$ cat src/rtl/cache_snoop_pkg.sv
package cache_snoop_pkg;

  // Strobes from the control module to the datapath.
  typedef struct packed {
    logic clear;  // force both outputs inactive
    logic load;   // capture the synchronized data bits
  } ctlStrobe_t;

endpackage

$ cat src/rtl/cache_snoop_sync.sv
module cache_snoop_sync #(
  parameter int WIDTH  = 8,
  parameter int STAGES = 2
) (
  input  logic             clk,
  input  logic [WIDTH-1:0] asyncIn,
  output logic [WIDTH-1:0] syncOut
);

  // No reset on the chain: it always mirrors the bus, so a reset release
  // never produces a false edge on a bus cycle that is still in progress.
  logic [WIDTH-1:0] stageQ [STAGES];

  generate
    for (genvar s = 0; s < STAGES; s++) begin : g_stage
      if (s == 0) begin : g_first
        always_ff @(posedge clk) stageQ[s] <= asyncIn;
      end else begin : g_next
        always_ff @(posedge clk) stageQ[s] <= stageQ[s-1];
      end
    end
  endgenerate

  assign syncOut = stageQ[STAGES-1];

endmodule

$ cat src/rtl/cache_snoop_ctrl.sv
module cache_snoop_ctrl
  import cache_snoop_pkg::*;
#(
  parameter int               ADDR_W      = 8,
  parameter logic [ADDR_W-1:0] DECODE_MASK = 8'h13
) (
  input  logic              clk,
  input  logic              rst,
  input  logic              strobeN,
  input  logic              selectN,
  input  logic              rdWrN,
  input  logic [ADDR_W-1:0] addr,
  output ctlStrobe_t        strobes
);

  logic addrHit;
  logic cycleHit;
  logic hitPrev;

  assign addrHit  = ((addr & DECODE_MASK) == '0);
  assign cycleHit = !strobeN && !selectN && !rdWrN && addrHit;

  // Tracks the hit through reset as well, so a cycle that spans a reset
  // release is treated as already seen.
  always_ff @(posedge clk) hitPrev <= cycleHit;

  always_comb begin
    strobes.clear = rst;
    strobes.load  = cycleHit && !hitPrev && !rst;
  end

  // one load per bus cycle
  a_r6_single_load : assert property (@(posedge clk) disable iff (rst)
    strobes.load |=> !strobes.load);

  // masked address bit set never loads
  a_r5_addr_reject : assert property (@(posedge clk) disable iff (rst)
    ((addr & DECODE_MASK) != '0) |-> !strobes.load);

  // read cycles and deselected cycles never load
  a_r1_write_select : assert property (@(posedge clk) disable iff (rst)
    (rdWrN || selectN || strobeN) |-> !strobes.load);

endmodule

$ cat src/rtl/cache_snoop_dpath.sv
module cache_snoop_dpath
  import cache_snoop_pkg::*;
#(
  parameter int DATA_W    = 8,
  parameter int EN_BIT    = 0,
  parameter int FLUSH_BIT = 3
) (
  input  logic              clk,
  input  ctlStrobe_t        strobes,
  input  logic [DATA_W-1:0] dataIn,
  output logic              enN,
  output logic              flushN
);

  localparam logic [DATA_W-1:0] KEEP_MASK =
    (DATA_W'(1) << EN_BIT) | (DATA_W'(1) << FLUSH_BIT);

  logic [DATA_W-1:0] keptBits;
  assign keptBits = dataIn & KEEP_MASK;

  always_ff @(posedge clk) begin
    if (strobes.clear) begin
      enN    <= 1'b1;
      flushN <= 1'b1;
    end else if (strobes.load) begin
      enN    <= keptBits[EN_BIT];
      flushN <= keptBits[FLUSH_BIT];
    end
  end

  // outputs inactive right after reset
  a_r4_reset_inactive : assert property (@(posedge clk) disable iff (strobes.clear)
    $fell(strobes.clear) |-> (enN && flushN));

  // enable follows its data bit
  a_r2_enable_follows : assert property (@(posedge clk) disable iff (strobes.clear)
    strobes.load |=> (enN == $past(dataIn[EN_BIT])));

  // flush follows its data bit
  a_r3_flush_follows : assert property (@(posedge clk) disable iff (strobes.clear)
    strobes.load |=> (flushN == $past(dataIn[FLUSH_BIT])));

  // no load, no change
  a_r5_hold : assert property (@(posedge clk) disable iff (strobes.clear)
    !strobes.load |=> ($stable(enN) && $stable(flushN)));

endmodule

$ cat src/rtl/cache_ctl_snoop.sv
module cache_ctl_snoop
  import cache_snoop_pkg::*;
#(
  parameter int ADDR_W    = 8,
  parameter int DATA_W    = 8,
  parameter int EN_BIT    = 0,
  parameter int FLUSH_BIT = 3,
  parameter int SYNC_LEN  = 2
) (
  input  logic              clk,
  input  logic              rst,
  input  logic              busStrobeN,
  input  logic              vidSelN,
  input  logic              rdWrN,
  input  logic [ADDR_W-1:0] addrIn,
  input  logic [DATA_W-1:0] dataIn,
  output logic              cacheEnN,
  output logic              cacheFlushN
);

  localparam int SYNC_W = 3 + ADDR_W + DATA_W;
  // Address bits 0, 1 and 4 take part in the decode.
  localparam logic [ADDR_W-1:0] DECODE_MASK =
    (ADDR_W'(1) << 0) | (ADDR_W'(1) << 1) | (ADDR_W'(1) << 4);

  logic [SYNC_W-1:0] rawBus;
  logic [SYNC_W-1:0] syncBus;
  logic              strobeS, selectS, rdWrS;
  logic [ADDR_W-1:0] addrS;
  logic [DATA_W-1:0] dataS;
  ctlStrobe_t        strobes;

  assign rawBus = {busStrobeN, vidSelN, rdWrN, addrIn, dataIn};
  assign {strobeS, selectS, rdWrS, addrS, dataS} = syncBus;

  cache_snoop_sync #(.WIDTH(SYNC_W), .STAGES(SYNC_LEN)) sync_i (
    .clk     (clk),
    .asyncIn (rawBus),
    .syncOut (syncBus)
  );

  cache_snoop_ctrl #(.ADDR_W(ADDR_W), .DECODE_MASK(DECODE_MASK)) ctrl_i (
    .clk     (clk),
    .rst     (rst),
    .strobeN (strobeS),
    .selectN (selectS),
    .rdWrN   (rdWrS),
    .addr    (addrS),
    .strobes (strobes)
  );

  cache_snoop_dpath #(.DATA_W(DATA_W), .EN_BIT(EN_BIT), .FLUSH_BIT(FLUSH_BIT)) dpath_i (
    .clk     (clk),
    .strobes (strobes),
    .dataIn  (dataS),
    .enN     (cacheEnN),
    .flushN  (cacheFlushN)
  );

endmodule

$ cat config.mk
export PLATFORM = sky130hd
export DESIGN_NAME = cache_ctl_snoop
export DESIGN_NICKNAME = d
export VERILOG_FILES = /design/src/rtl/cache_snoop_pkg.sv /design/src/rtl/cache_snoop_sync.sv /design/src/rtl/cache_snoop_ctrl.sv /design/src/rtl/cache_snoop_dpath.sv /design/src/rtl/cache_ctl_snoop.sv
export SDC_FILE = /design/constraint.sdc
export NUM_CORES = 1
export LEC_CHECK = 0
export ABC_AREA = 1
export BUFFER_PORTS_ARGS = -buffer_cell sky130_fd_sc_hd__buf_2
export CORE_MARGIN = 8
export CORE_UTILIZATION = 36
export CTS_BUF_LIST = sky130_fd_sc_hd__clkbuf_16
export CTS_CLUSTER_SIZE = 30
export DETAILED_ROUTE_END_ITERATION = 8
export PLACE_DENSITY = 0.71
export SLEW_MARGIN = 10
export SYNTH_ARGS = -nofsm -noshare
export SYNTH_HDL_FRONTEND = slang
export SYNTH_SLANG_ARGS = --single-unit
export TNS_END_PERCENT = 30
$ cat constraint.sdc
create_clock -name clk -period 0.8 [get_ports clk]
set_input_delay 0.16 -clock clk [delete_from_list [all_inputs] [get_ports clk]]
set_output_delay 0.16 -clock clk [all_outputs]
set_load 0.02 [all_outputs]
# == Word level (Yosys, flattened, before mapping) ==
# Memory sizes are Yosys's and may differ from the RTL's.
# Cells that the tools add are included.
# word_totals
memories,1
word_cells,15
output_inout_bits,2
ram_bits,38
ff_bits,3
inputBits,21
# op_classes
n_reduce_logical,11
# memory_table
memory,depth,word_bits,read_ports,rd_ports_with_merged_regs,wr,line_no,source
sync_i.stageQ,2,19,2,0,2,cache_snoop_sync.sv:12,logic [WIDTH-1:0] stageQ [STAGES];
# op_table
cell,n
8-bit zero test,1
1-bit logical AND,5
1-bit zero test,5

# == Logic depth before layout (Yosys ltp) ==
# An unclocked memory read counts as a cell.
# logic_depth
word_depth,7
mapped_depth,5

# == By module ==
# A second synthesis with hierarchy kept.
# unflattened
cells_unflattened,76
hier_area_um2,1033.5
# modules_own_cells
mod,n_inst,seq_area_each_um2,area_each_um2,cells_each
cache_snoop_sync,1,760.7,903.4,57
cache_snoop_dpath,1,40.0,72.6,10
cache_snoop_ctrl,1,20.0,57.6,9

# == Worst setup path after synthesis ==
# OpenSTA, ideal clock, no wires.
# synth_timing
kind,reg2reg
start,register dpath_i.enN (netlist name)
end,register dpath_i.enN
arrival_ns,0.747
slack_ns,-0.060
setup_ns,0.112
stages_incl_launch_ff,4
t_required_ns,0.688
period_less_slack_ns,0.860
cell_sequence,dfxtp_1 -> or2_2 -> nand2_1 -> nand2_1
# synth_lines
element,line_no,source
to (signal assigned),cache_snoop_dpath.sv:26,enN <= keptBits[EN_BIT];
to (decl),cache_snoop_dpath.sv:11,"output logic enN,"

# == Final worst setup path ==
# layout_timing
start,register dpath_i.enN
end,output port cacheEnN
# layout_lines
element,line_no,source
to (decl),cache_ctl_snoop.sv:17,"output logic cacheEnN,"
# No word-level cell between the ends.

==> impl_metrics.ini <==
[run_status]
status = finished with violations
violations = setup timing

[setup_path]
rr_worst_depth = 3
slowest_stage = dfxtp_4
r2r_slack_ps = -20
crit_family = flip-flops
critPathCaptureType = output port
worstSetupStartpoint = dpath_i.enN
slowest_delay_ps = 340
path_cells = buf_6
crit_buf_inv = 1
required_ps = 640
worst_setup_path_start_kind = flip-flop
r2r_end = dpath_i.flushN
crit_path_max_fanout = 2
rr_startpoint = dpath_i.flushN
worstPathArrival_ps = 710
path_class = reg2out

[route]
ant_nets = 0
wl_per_cell_um = 9.75
vias_per_cell = 4.06
drtPass1Iterations = 1
vias = 276
post-route-drc-count = 0
routed_wl_um = 663
drt_iter0_drc = 0

[global_routing]
grt_pass1_vias = 258
grt_max_degree = 12
grt_use_total_pct = 5.99
antenna_found_initial = 0
gr-total-overflow = 0
grt_pass1_wl_um = 979

[cells_and_area]
diodes = 0
layout_common_cells = dfxtp_1, buf_2, nor2_2, nand2_1, clkbuf_16
seqCellArea_sq_um = 385
layout-drive-gt1-share_pct = 50.9
multi_input_area_sq_um = 88.8
finalNetCount = 75
syn_to_final_growth_pct = 42.8
final_common_cell = dfxtp_1
n_fill_cell = 99

[power]
clock_power_share_pct = 48.9
p_switching_uw = 379
switching_share_pct = 18.3
p_per_area_nw_per_um2 = 3080
pwr-share-seq_pct = 48.3
p_comb_share_pct = 2.8
ir_drop_v = 0.00216
internal_power_uw = 1690
power_leakage_uw = 0.000294

[logic_synthesis]
synth_area_sq_um = 470
synthCells = 35
ys_warn_count = 0
avgSynthCellArea_sq_um = 13.4
syn-num-nets = 56
synth_cell_type_count = 9
ys_seq_elements = 19
seq_area_frac_synth_pct = 80.9

[floorplanning]
start_util_pct = 37.6
top_level_ports = 23
dieWidth_um = 52.2
dieArea_sq_um = 2720
coreArea_sq_um = 1250
rows = 13
fp.dieH_um = 52.2

[clock_tree]
cts_made_buffers = 3
clk_latency_ps = 250
postCtsSetupRepairBufs = 0
cts_buffer_depth = 2
cts_root_buf = clkbuf_16
htree_levels = 1
clkSinkCount = 19
cts_tree = built
path_clk_slew_ps = 50

[sta]
max_freq_mhz = 1150
worst_slack_ps = -72.4
final.setup.tns_ps = -145
relSlewSlack_pct = 91.1
grt_setup_unrepaired = true
hold_viol = 0
finalCritPeriodShare_pct = 109
finClkSkew_ps = 3.03
finalCriticalPeriod_ps = 872
worstMarginPinSlew_ps = 133
slew_violations = 0
setup_viol_count_final = 4

[worst_hold_path]
holdPathStages = 1
min_path_type = in2reg
min_to = sync_i.stageQ[0][0]
hold_start = dataIn[0]

[placed_design]
place_ws_ps = -11.5
gp_congestion = 0.610
io_buffer_count = 11
hpwlAfterDp_um = 448

[job]
drv_cap = 0
==> power groups by stage <==
stage	Clock, uW	Sequential [uW]	Combinational [uW]
2_1_floorplan	0	1020	17.0
3_3_place_gp	0	1020	45.7
3_5_place_dp	0	1020	48.3
4_1_cts	1020	1000	50.0
5_1_grt	1080	1000	62.6
6_report	1010	1000	57.1
==> final cells by class <==
class	count	share of cell area (%)
sequential	19	57.4
inverter	1	0.559
clock inverter	1	0.745
clock buffer	3	11.2
timing repair buffer	14	14.2
tap	15	2.79
multi-input combinational	15	13.2
==> metal layers <==
metal	up-vias	track usage, %	share of wire [%]
li1	143	-	-
met1	115	4.97	40
met2	13	6.80	40
met3	5	5.41	13
met4	0	9.05	6.3
met5	-	0	0
==> cells by family after synthesis <==
group	synth area share (%)
AND/OR/NAND/NOR	18.4
buffers and inverters	0.797
flip-flops	80.9
==> how the worst max path moves through the flow <==
stage	endpoint	cells after the start	slack (ps)
after floorplan	dpath_i.flushN	3	-30
after global placement	dpath_i.flushN	3	6
after detailed placement	dpath_i.enN	4	-10
after CTS	cacheEnN	1	-80
after global routing	cacheEnN	1	-90
final	cacheEnN	1	-70
==> timing repair <==
action,in CTS,in global routing
pin swaps,0,1
hold buffers,0,2
endpoints found under the hold margin,0,2
resized for setup,4,0
setup endpoints to repair,4,4
==> flip-flops by register name (all words and copies together) (netlist names) <==
register        cells
ctrl_i.hitPrev      1
dpath_i.enN         1
dpath_i.flushN      1
sync_i.stageQ      16
==> Yosys cell counts <==
cell type	instances	area (sq um)
dfxtp_1	19	380
inv_2	1	3.75
nand2_1	4	15.0
nand2_2	1	6.26
nand3_1	2	10.0
nand4_1	1	6.26
nor2_2	4	25.0
nor2_4	1	11.3
or2_2	2	12.5
==> per-stage QoR <==
step           cells  area (sq um)  hold WS, ps  total power, uW  util (%)
2_1_floorplan     35           478          188             1040         -
3_3_place_gp      62           559          262             1070      44.7
3_5_place_dp      62           559          264             1070      44.7
4_1_cts           66           652         3.65             2070      52.0
5_1_grt           68           672        0.636             2140      53.6
6_report          68           672         5.29             2070      53.6
(Power assumes the default switching activity.)
